[src/rtl/wdog_pkg.sv]
package wdog_pkg;

    // register byte offsets
    localparam int OFS_RELOAD = 'h00;
    localparam int OFS_STAT_A = 'h04;
    localparam int OFS_STAT_B = 'h06;
    localparam int OFS_CTRL   = 'h08;
    localparam int OFS_GATE   = 'h0C;
    localparam int OFS_INIT   = 'h12;

    // bit positions inside registers
    localparam int HALT_BIT   = 11;
    localparam int TMO_BIT    = 3;
    localparam int SECOND_BIT = 1;
    localparam int BITE_BIT   = 0;
    localparam int GATE_BIT   = 0;

    typedef enum logic [1:0] {
        WD_HALTED = 2'd0,
        WD_RUN    = 2'd1,
        WD_WARN   = 2'd2,
        WD_BITE   = 2'd3
    } wd_state_t;

endpackage

[src/rtl/wdog_regs.sv]
module wdog_regs
    import wdog_pkg::*;
#(
    parameter int DATA_W       = 16,
    parameter int ADDR_W       = 5,
    parameter int CNT_W        = 10,
    parameter int INIT_DEFAULT = 50,
    parameter int MIN_LOAD     = 4
) (
    input  logic              clk,
    input  logic              rst_n,
    input  logic [ADDR_W-1:0] addr,
    input  logic [DATA_W-1:0] wdata,
    input  logic              wr_en,
    input  logic              rd_en,
    input  logic [CNT_W-1:0]  cnt,
    input  logic              set_tmo,
    input  logic              set_second,
    input  logic              set_bite,
    output logic [DATA_W-1:0] rdata,
    output logic              halt,
    output logic              noreboot,
    output logic              tmo_flag,
    output logic              reload_wr,
    output logic [CNT_W-1:0]  init_cnt
);

    localparam int HI_W = DATA_W - CNT_W;
    localparam logic [ADDR_W-1:0] A_RELOAD = ADDR_W'(OFS_RELOAD);
    localparam logic [ADDR_W-1:0] A_STAT_A = ADDR_W'(OFS_STAT_A);
    localparam logic [ADDR_W-1:0] A_STAT_B = ADDR_W'(OFS_STAT_B);
    localparam logic [ADDR_W-1:0] A_CTRL   = ADDR_W'(OFS_CTRL);
    localparam logic [ADDR_W-1:0] A_GATE   = ADDR_W'(OFS_GATE);
    localparam logic [ADDR_W-1:0] A_INIT   = ADDR_W'(OFS_INIT);
    localparam logic [CNT_W-1:0]  MIN_L    = CNT_W'(MIN_LOAD);
    localparam logic [CNT_W-1:0]  INIT_L   = CNT_W'(INIT_DEFAULT);

    logic            wr_stat_a, wr_stat_b, wr_ctrl, wr_gate, wr_init;
    logic [HI_W-1:0] init_hi;
    logic            second_flag, bite_flag;
    logic [DATA_W-1:0] rd_next;

    assign reload_wr = wr_en && (addr == A_RELOAD);
    assign wr_stat_a = wr_en && (addr == A_STAT_A);
    assign wr_stat_b = wr_en && (addr == A_STAT_B);
    assign wr_ctrl   = wr_en && (addr == A_CTRL);
    assign wr_gate   = wr_en && (addr == A_GATE);
    assign wr_init   = wr_en && (addr == A_INIT);

    // initial value: upper field always written, count only when legal
    always_ff @(posedge clk) begin
        if (!rst_n) begin
            init_hi  <= '0;
            init_cnt <= INIT_L;
        end else if (wr_init) begin
            init_hi <= wdata[DATA_W-1:CNT_W];
            if (wdata[CNT_W-1:0] >= MIN_L)
                init_cnt <= wdata[CNT_W-1:0];
        end
    end

    // control and gate bits
    always_ff @(posedge clk) begin
        if (!rst_n) begin
            halt     <= 1'b1;
            noreboot <= 1'b1;
        end else begin
            if (wr_ctrl) halt     <= wdata[HALT_BIT];
            if (wr_gate) noreboot <= wdata[GATE_BIT];
        end
    end

    // status flags: hardware set wins over a same-cycle clear
    always_ff @(posedge clk) begin
        if (!rst_n) begin
            tmo_flag    <= 1'b0;
            second_flag <= 1'b0;
            bite_flag   <= 1'b0;
        end else begin
            if (set_tmo)
                tmo_flag <= 1'b1;
            else if (wr_stat_a && wdata[TMO_BIT])
                tmo_flag <= 1'b0;

            if (set_second)
                second_flag <= 1'b1;
            else if (wr_stat_b && wdata[SECOND_BIT])
                second_flag <= 1'b0;

            if (set_bite)
                bite_flag <= 1'b1;
            else if (wr_stat_b && wdata[BITE_BIT])
                bite_flag <= 1'b0;
        end
    end

    // read multiplexer
    always_comb begin
        rd_next = '0;
        case (addr)
            A_RELOAD: rd_next[CNT_W-1:0] = cnt;
            A_STAT_A: rd_next[TMO_BIT] = tmo_flag;
            A_STAT_B: begin
                rd_next[SECOND_BIT] = second_flag;
                rd_next[BITE_BIT]   = bite_flag;
            end
            A_CTRL:   rd_next[HALT_BIT] = halt;
            A_GATE:   rd_next[GATE_BIT] = noreboot;
            A_INIT:   rd_next = {init_hi, init_cnt};
            default:  rd_next = '0;
        endcase
    end

    always_ff @(posedge clk) begin
        if (!rst_n)
            rdata <= '0;
        else if (rd_en)
            rdata <= rd_next;
    end

endmodule

[src/rtl/wdog_counter.sv]
module wdog_counter #(
    parameter int CNT_W        = 10,
    parameter int INIT_DEFAULT = 50
) (
    input  logic             clk,
    input  logic             rst_n,
    input  logic             run,
    input  logic             tick,
    input  logic             reload,
    input  logic [CNT_W-1:0] init_cnt,
    output logic [CNT_W-1:0] cnt,
    output logic             expire
);

    localparam logic [CNT_W-1:0] INIT_L = CNT_W'(INIT_DEFAULT);

    logic at_zero;

    assign at_zero = (cnt == '0);
    // software reload masks an expiry in the same cycle
    assign expire  = run && tick && at_zero && !reload;

    always_ff @(posedge clk) begin
        if (!rst_n)
            cnt <= INIT_L;
        else if (reload)
            cnt <= init_cnt;
        else if (run && tick) begin
            if (at_zero)
                cnt <= init_cnt;
            else
                cnt <= cnt - 1'b1;
        end
    end

endmodule

[src/rtl/wdog_fsm.sv]
module wdog_fsm
    import wdog_pkg::*;
(
    input  logic clk,
    input  logic rst_n,
    input  logic halt,
    input  logic tmo_flag,
    input  logic expire,
    input  logic noreboot,
    output logic run,
    output logic set_tmo,
    output logic set_second,
    output logic set_bite,
    output logic rst_req
);

    wd_state_t state, state_nx;

    // state register
    always_ff @(posedge clk) begin
        if (!rst_n)
            state <= WD_HALTED;
        else
            state <= state_nx;
    end

    // next state
    always_comb begin
        state_nx = state;
        unique case (state)
            WD_HALTED: begin
                if (!halt)
                    state_nx = tmo_flag ? WD_WARN : WD_RUN;      // start
            end
            WD_RUN: begin
                if (halt)
                    state_nx = WD_HALTED;                        // stop
                else if (expire)
                    state_nx = WD_WARN;                          // first-expiry
            end
            WD_WARN: begin
                if (halt)
                    state_nx = WD_HALTED;                        // stop
                else if (expire)
                    state_nx = WD_BITE;                          // second-expiry
                else if (!tmo_flag)
                    state_nx = WD_RUN;                           // acknowledge
            end
            WD_BITE: begin
                state_nx = halt ? WD_HALTED : WD_WARN;           // stop / bite-done
            end
            default: state_nx = WD_HALTED;
        endcase
    end

    // outputs
    always_comb begin
        run        = (state != WD_HALTED);
        set_tmo    = (state == WD_RUN)  && expire;
        set_second = (state == WD_WARN) && expire;
        rst_req    = (state == WD_BITE) && !noreboot;
        set_bite   = rst_req;
    end

endmodule

[src/rtl/sys_watchdog.sv]
module sys_watchdog #(
    parameter int DATA_W       = 16,
    parameter int ADDR_W       = 5,
    parameter int CNT_W        = 10,
    parameter int INIT_DEFAULT = 50,
    parameter int MIN_LOAD     = 4
) (
    input  logic              clk,
    input  logic              rst_n,
    input  logic              tick_en,
    input  logic [ADDR_W-1:0] addr,
    input  logic [DATA_W-1:0] wdata,
    input  logic              wr_en,
    input  logic              rd_en,
    output logic [DATA_W-1:0] rdata,
    output logic              timeout_o,
    output logic              rst_req_o
);

    logic [CNT_W-1:0] cnt_val;
    logic [CNT_W-1:0] init_cnt;
    logic             halt, noreboot, tmo_flag, reload_wr;
    logic             run, expire;
    logic             set_tmo, set_second, set_bite;

    wdog_regs #(
        .DATA_W(DATA_W), .ADDR_W(ADDR_W), .CNT_W(CNT_W),
        .INIT_DEFAULT(INIT_DEFAULT), .MIN_LOAD(MIN_LOAD)
    ) u_regs (
        .clk(clk), .rst_n(rst_n), .addr(addr), .wdata(wdata),
        .wr_en(wr_en), .rd_en(rd_en), .cnt(cnt_val),
        .set_tmo(set_tmo), .set_second(set_second), .set_bite(set_bite),
        .rdata(rdata), .halt(halt), .noreboot(noreboot),
        .tmo_flag(tmo_flag), .reload_wr(reload_wr), .init_cnt(init_cnt)
    );

    wdog_counter #(
        .CNT_W(CNT_W), .INIT_DEFAULT(INIT_DEFAULT)
    ) u_cnt (
        .clk(clk), .rst_n(rst_n), .run(run), .tick(tick_en),
        .reload(reload_wr), .init_cnt(init_cnt),
        .cnt(cnt_val), .expire(expire)
    );

    wdog_fsm u_fsm (
        .clk(clk), .rst_n(rst_n), .halt(halt), .tmo_flag(tmo_flag),
        .expire(expire), .noreboot(noreboot), .run(run),
        .set_tmo(set_tmo), .set_second(set_second),
        .set_bite(set_bite), .rst_req(rst_req_o)
    );

    assign timeout_o = tmo_flag;

endmodule

[config.mk]
export PLATFORM = sky130hd
export DESIGN_NAME = sys_watchdog
export DESIGN_NICKNAME = d
export VERILOG_FILES = /design/src/rtl/wdog_pkg.sv /design/src/rtl/wdog_regs.sv /design/src/rtl/wdog_counter.sv /design/src/rtl/wdog_fsm.sv /design/src/rtl/sys_watchdog.sv
export SDC_FILE = /design/constraint.sdc
export NUM_CORES = 1
export LEC_CHECK = 0
export BUFFER_PORTS_ARGS = -buffer_cell sky130_fd_sc_hd__buf_2
export CAP_MARGIN = 20
export CELL_PAD_IN_SITES_DETAIL_PLACEMENT = 1
export CELL_PAD_IN_SITES_GLOBAL_PLACEMENT = 1
export CORE_AREA = 2 2 95 74
export DETAILED_ROUTE_END_ITERATION = 10
export DIE_AREA = 0 0 97 76
export GPL_ROUTABILITY_DRIVEN = 1
export PLACE_DENSITY_LB_ADDON = 0.1
export SLEW_MARGIN = 15
export SYNTH_ARGS = -nofsm -noshare
export SYNTH_HDL_FRONTEND = slang
export SYNTH_SLANG_ARGS = --single-unit
[constraint.sdc]
create_clock -name clk -period 2 [get_ports clk]
set_clock_uncertainty 0.2 [all_clocks]
set_input_delay 0.2 -clock clk [delete_from_list [all_inputs] [get_ports clk]]
set_output_delay 0.2 -clock clk [all_outputs]
set_load 0.005 [all_outputs]
==> metrics.md <==
| Metric | Value |
|---|---|
| Min Tclk post-route | `1850 ps` |
| XOR/XNOR share of the synthesized area | `0%` |
| Power Internal | `1.32 mW` |
| Clk sinks | `49` |
| Number of CTS-inserted buffers | `5` |
| Boundary pin count | `44` |
| Comb power frac | `9.7%` |
| Core area | `6540 µm²` |
| Dpl hpwl | `5220 µm` |
| Pre-CTS setup slack | `-48.4 ps` |
| Post-Synth Adder-Cell Area | `1.08%` |
| Status | `completed` |
| Antenna violations before repair | `0` |
| CTS tree | `done` |
| Register area share after synthesis | `42.2%` |
| Post-Route WL | `7020 µm` |
| Min-delay worst type | `in2reg` |
| Num rows | `26` |
| Sequential share of power | `56.6%` |
| Final setup vio count | `0` |
| First-pass GRT wire length | `11,800 µm` |
| Die Width | `97 µm` |
| Initial Utilization | `35.6%` |
| Syn Nets | `295` |
| Post-route cell area | `3030 µm²` |
| CP startpoint kind | `flip-flop` |
| Max VDD drop | `248 µV` |
| Nets@finish | `370` |
| Switch share | `25.4%` |
| DRT iter0 DRCs | `52` |
| Hold Crit Endpoint | `u_regs.init_cnt[3]` |
| Routed vias | `2,263` |
| RSZ-0062 raised after global routing | `no` |
| Synth warn | `0` |
| Async set or reset register ratio after synthesis | `0%` |
| Power Dens Cells | `585 nW/µm²` |
| Largest net degree at the start of global routing | `33` |
| Synth Area in Compound Gates | `20.5%` |
| Worst hold stages | `3` |
| Worst slew pin tran | `578 ps` |
| R2R Setup Slk | `150 ps` |
| Crit share post-route | `92.4%` |
| Simple-Gate Fraction of Synth Area | `23.3%` |
| Post-synthesis cell area | `2320 µm²` |
| # DRC | `0` |
| Final core area utilization | `46.3%` |
| Worst reg2reg endpoint | `u_cnt.cnt[8]` |
| Slew Viols, Final | `0` |
| First-pass DRT Iterations | `4` |
| Die ar. | `7370 µm²` |
| Number of global-route vias before repair | `2,296` |
| Avg Vias per Cell | `5.30` |
| Post-CTS setup buffers | `0` |
| Hold path start | `wdata[3]` |
| Peak Freq | `541 MHz` |
| CP max FO | `11` |
| Overall routing resource usage | `19.8%` |
| Distinct cells, synth | `45` |
| Top_reg_cell synth | `dfxtp_1` |
| Antenna Cells | `0` |
| Gpl congestion | `0.805` |
| Fraction of layout cells with a size suffix above 1 | `24.8%` |
| RR Startpoint | `u_cnt.cnt[0]` |
| Total grt overflow | `0` |
| FF+latch count, synth | `49` |
| Fin worst setup slack | `152 ps` |
| Syn Area/Cell | `8.71 µm²` |
| Worst Setup SP | `u_cnt.cnt[0]` |
| CTS root buf | `clkbuf_8` |
| Critical path data arrival time | `1860 ps` |
| Clock tree buffer depth | `2` |
| # H-tree levels | `2` |
| Lkg Pwr | `1.20 nW` |
| Worst path required time | `2010 ps` |
| I/O Buffers | `43` |
| Total power | `1.77 mW` |
| Max-slew headroom | `61.4%` |
| Crit Path Class | `reg2reg` |
| Post-synth EDFFs | `0` |
| Cells after Synth | `267` |
| Post-DR wirelength/cell | `16.4 µm` |
| NetSw | `0.449 mW` |
| Multiplexer area fraction after synthesis | `8.18%` |
| Placed Instance Area | `2770 µm²` |
| Clk_lat worst skew | `300 ps` |
| Area Overhead vs Synth | `30.2%` |
| Clk slew on worst S/H paths | `90 ps` |
| Maxcap violations | `0` |
| Die Y | `76 µm` |
| # fillers | `787` |
| Largest family of logic cells by synthesized area | `simple AND/OR/NAND/NOR gates` |
| Tightest hold margin | `30.6 ps` |
| Crit end category | `flip-flop` |
| Antenna Violating Nets Remaining | `0` |
| Clock Power Share | `33.7%` |
| Final hold violation count | `0` |
| R2R depth | `7` |
through the flow:
step | std cells | setup TNS (ps)
6_report | 427 | 0
5_1_grt | 427 | 0
4_1_cts | 427 | 0
3_5_place_dp | 405 | -67.4
3_3_place_gp | 405 | 0
2_1_floorplan | 267 | 0
how the worst max path moves through the flow:
stage	end	slack (ps)	cells past startpoint
after global routing	u_cnt.cnt[3]	8	9
after detailed placement	u_cnt.cnt[8]	-50	5
after global placement	u_cnt.cnt[8]	10	5
after floorplan	u_cnt.cnt[8]	10	8
after CTS	u_regs.init_cnt[1]	40	7
final	u_cnt.cnt[8]	150	7
cells in the final DEF, fill, tap and decap left out, types with 4 or more instances in the layout:
cell | Yosys | layout
mux2i_1 | 19 | 19
buf_4 | 0 | 25
nor2_1 | 38 | 38
nor4_1 | 5 | 4
o21ai_0 | 10 | 10
a32oi_1 | 6 | 6
clkbuf_8 | 0 | 5
a22oi_1 | 11 | 11
inv_1 | 7 | 7
dlygate4sd3_1 | 0 | 14
a211oi_1 | 11 | 11
nand3_1 | 16 | 16
nand2_1 | 17 | 17
dfxtp_1 | 49 | 49
a21oi_1 | 12 | 12
buf_2 | 4 | 43
nand2b_1 | 7 | 7
synth_stat cells (5+ instances only):
cell type  number  share of area, %
a211oi_1       11               3.6
a21oi_1        12               2.6
a22oi_1        11               3.6
a32oi_1         6               2.3
clkbuf_1        7               1.1
dfxtp_1        49                42
inv_1           7               1.1
mux2i_1        19               8.2
nand2_1        17               2.7
nand2b_1        7               1.9
nand3_1        16               3.4
nor2_1         38               6.1
nor4_1          5               1.3
o21ai_0        10               2.2
critical path, stage by stage (launching register included):
cell and delay (ps):
dfxtp_1 320, inv_1 70, ha_1 150, nor3b_4 200
nand3_1 120, and2_2 320, mux2i_1 150, o32ai_1 240
sequential cells by signal, indices dropped and copies added, names as in the netlist:
name and cells:
u_cnt.cnt 10, u_fsm.state 2, u_regs.bite_flag 1, u_regs.halt 1, u_regs.init_cnt 10, u_regs.init_hi 6
u_regs.noreboot 1, u_regs.rdata 16, u_regs.second_flag 1, u_regs.tmo_flag 1
final cells by class:
cell class	instances	area, µm²	share of cell area (%)
multi-input combinational	196	1260	41.8
sequential	49	981	32.4
timing repair buffer	83	563	18.6
tap	84	105	3.47
clock buffer	6	72.6	2.40
inverter	7	26.3	0.868
clock inverter	2	15.0	0.496
repair_timing:
| action | 4_1_cts | 5_1_grt |
|---|---|---|
| gates cloned | 0 | 0 |
| hold buffers | 14 | 0 |
| resized for setup | 2 | 4 |
| pin swaps | 0 | 0 |
| hold endpoints to repair | 16 | 0 |
| endpoints found under the setup margin | 6 | 23 |
power groups by stage:
stage               Clock [mW]  Combinational (mW)  Sequential (mW)
floorplan                    0              0.0708             1.02
global placement             0               0.148             1.02
detailed placement           0               0.150             1.02
CTS                      0.612               0.172             1.00
global route             0.659               0.190             1.00
finish                   0.596               0.172             1.00
layer usage:
metal | track usage (%) | wire (µm)
met1 | 27.9 | 3550
met5 | 0 | 0
met3 | 3.12 | 219
met2 | 32.6 | 3220
met4 | 3.38 | 34
logic make-up after synthesis:
| group | after synthesis |
|---|---|
| mux | 19 |
| simple gates | 106 |
| fa+ha+maj | 2 |
| compound gates | 69 |
| buf+inv | 22 |
| flops | 49 |
(Power assumes the default switching activity.)
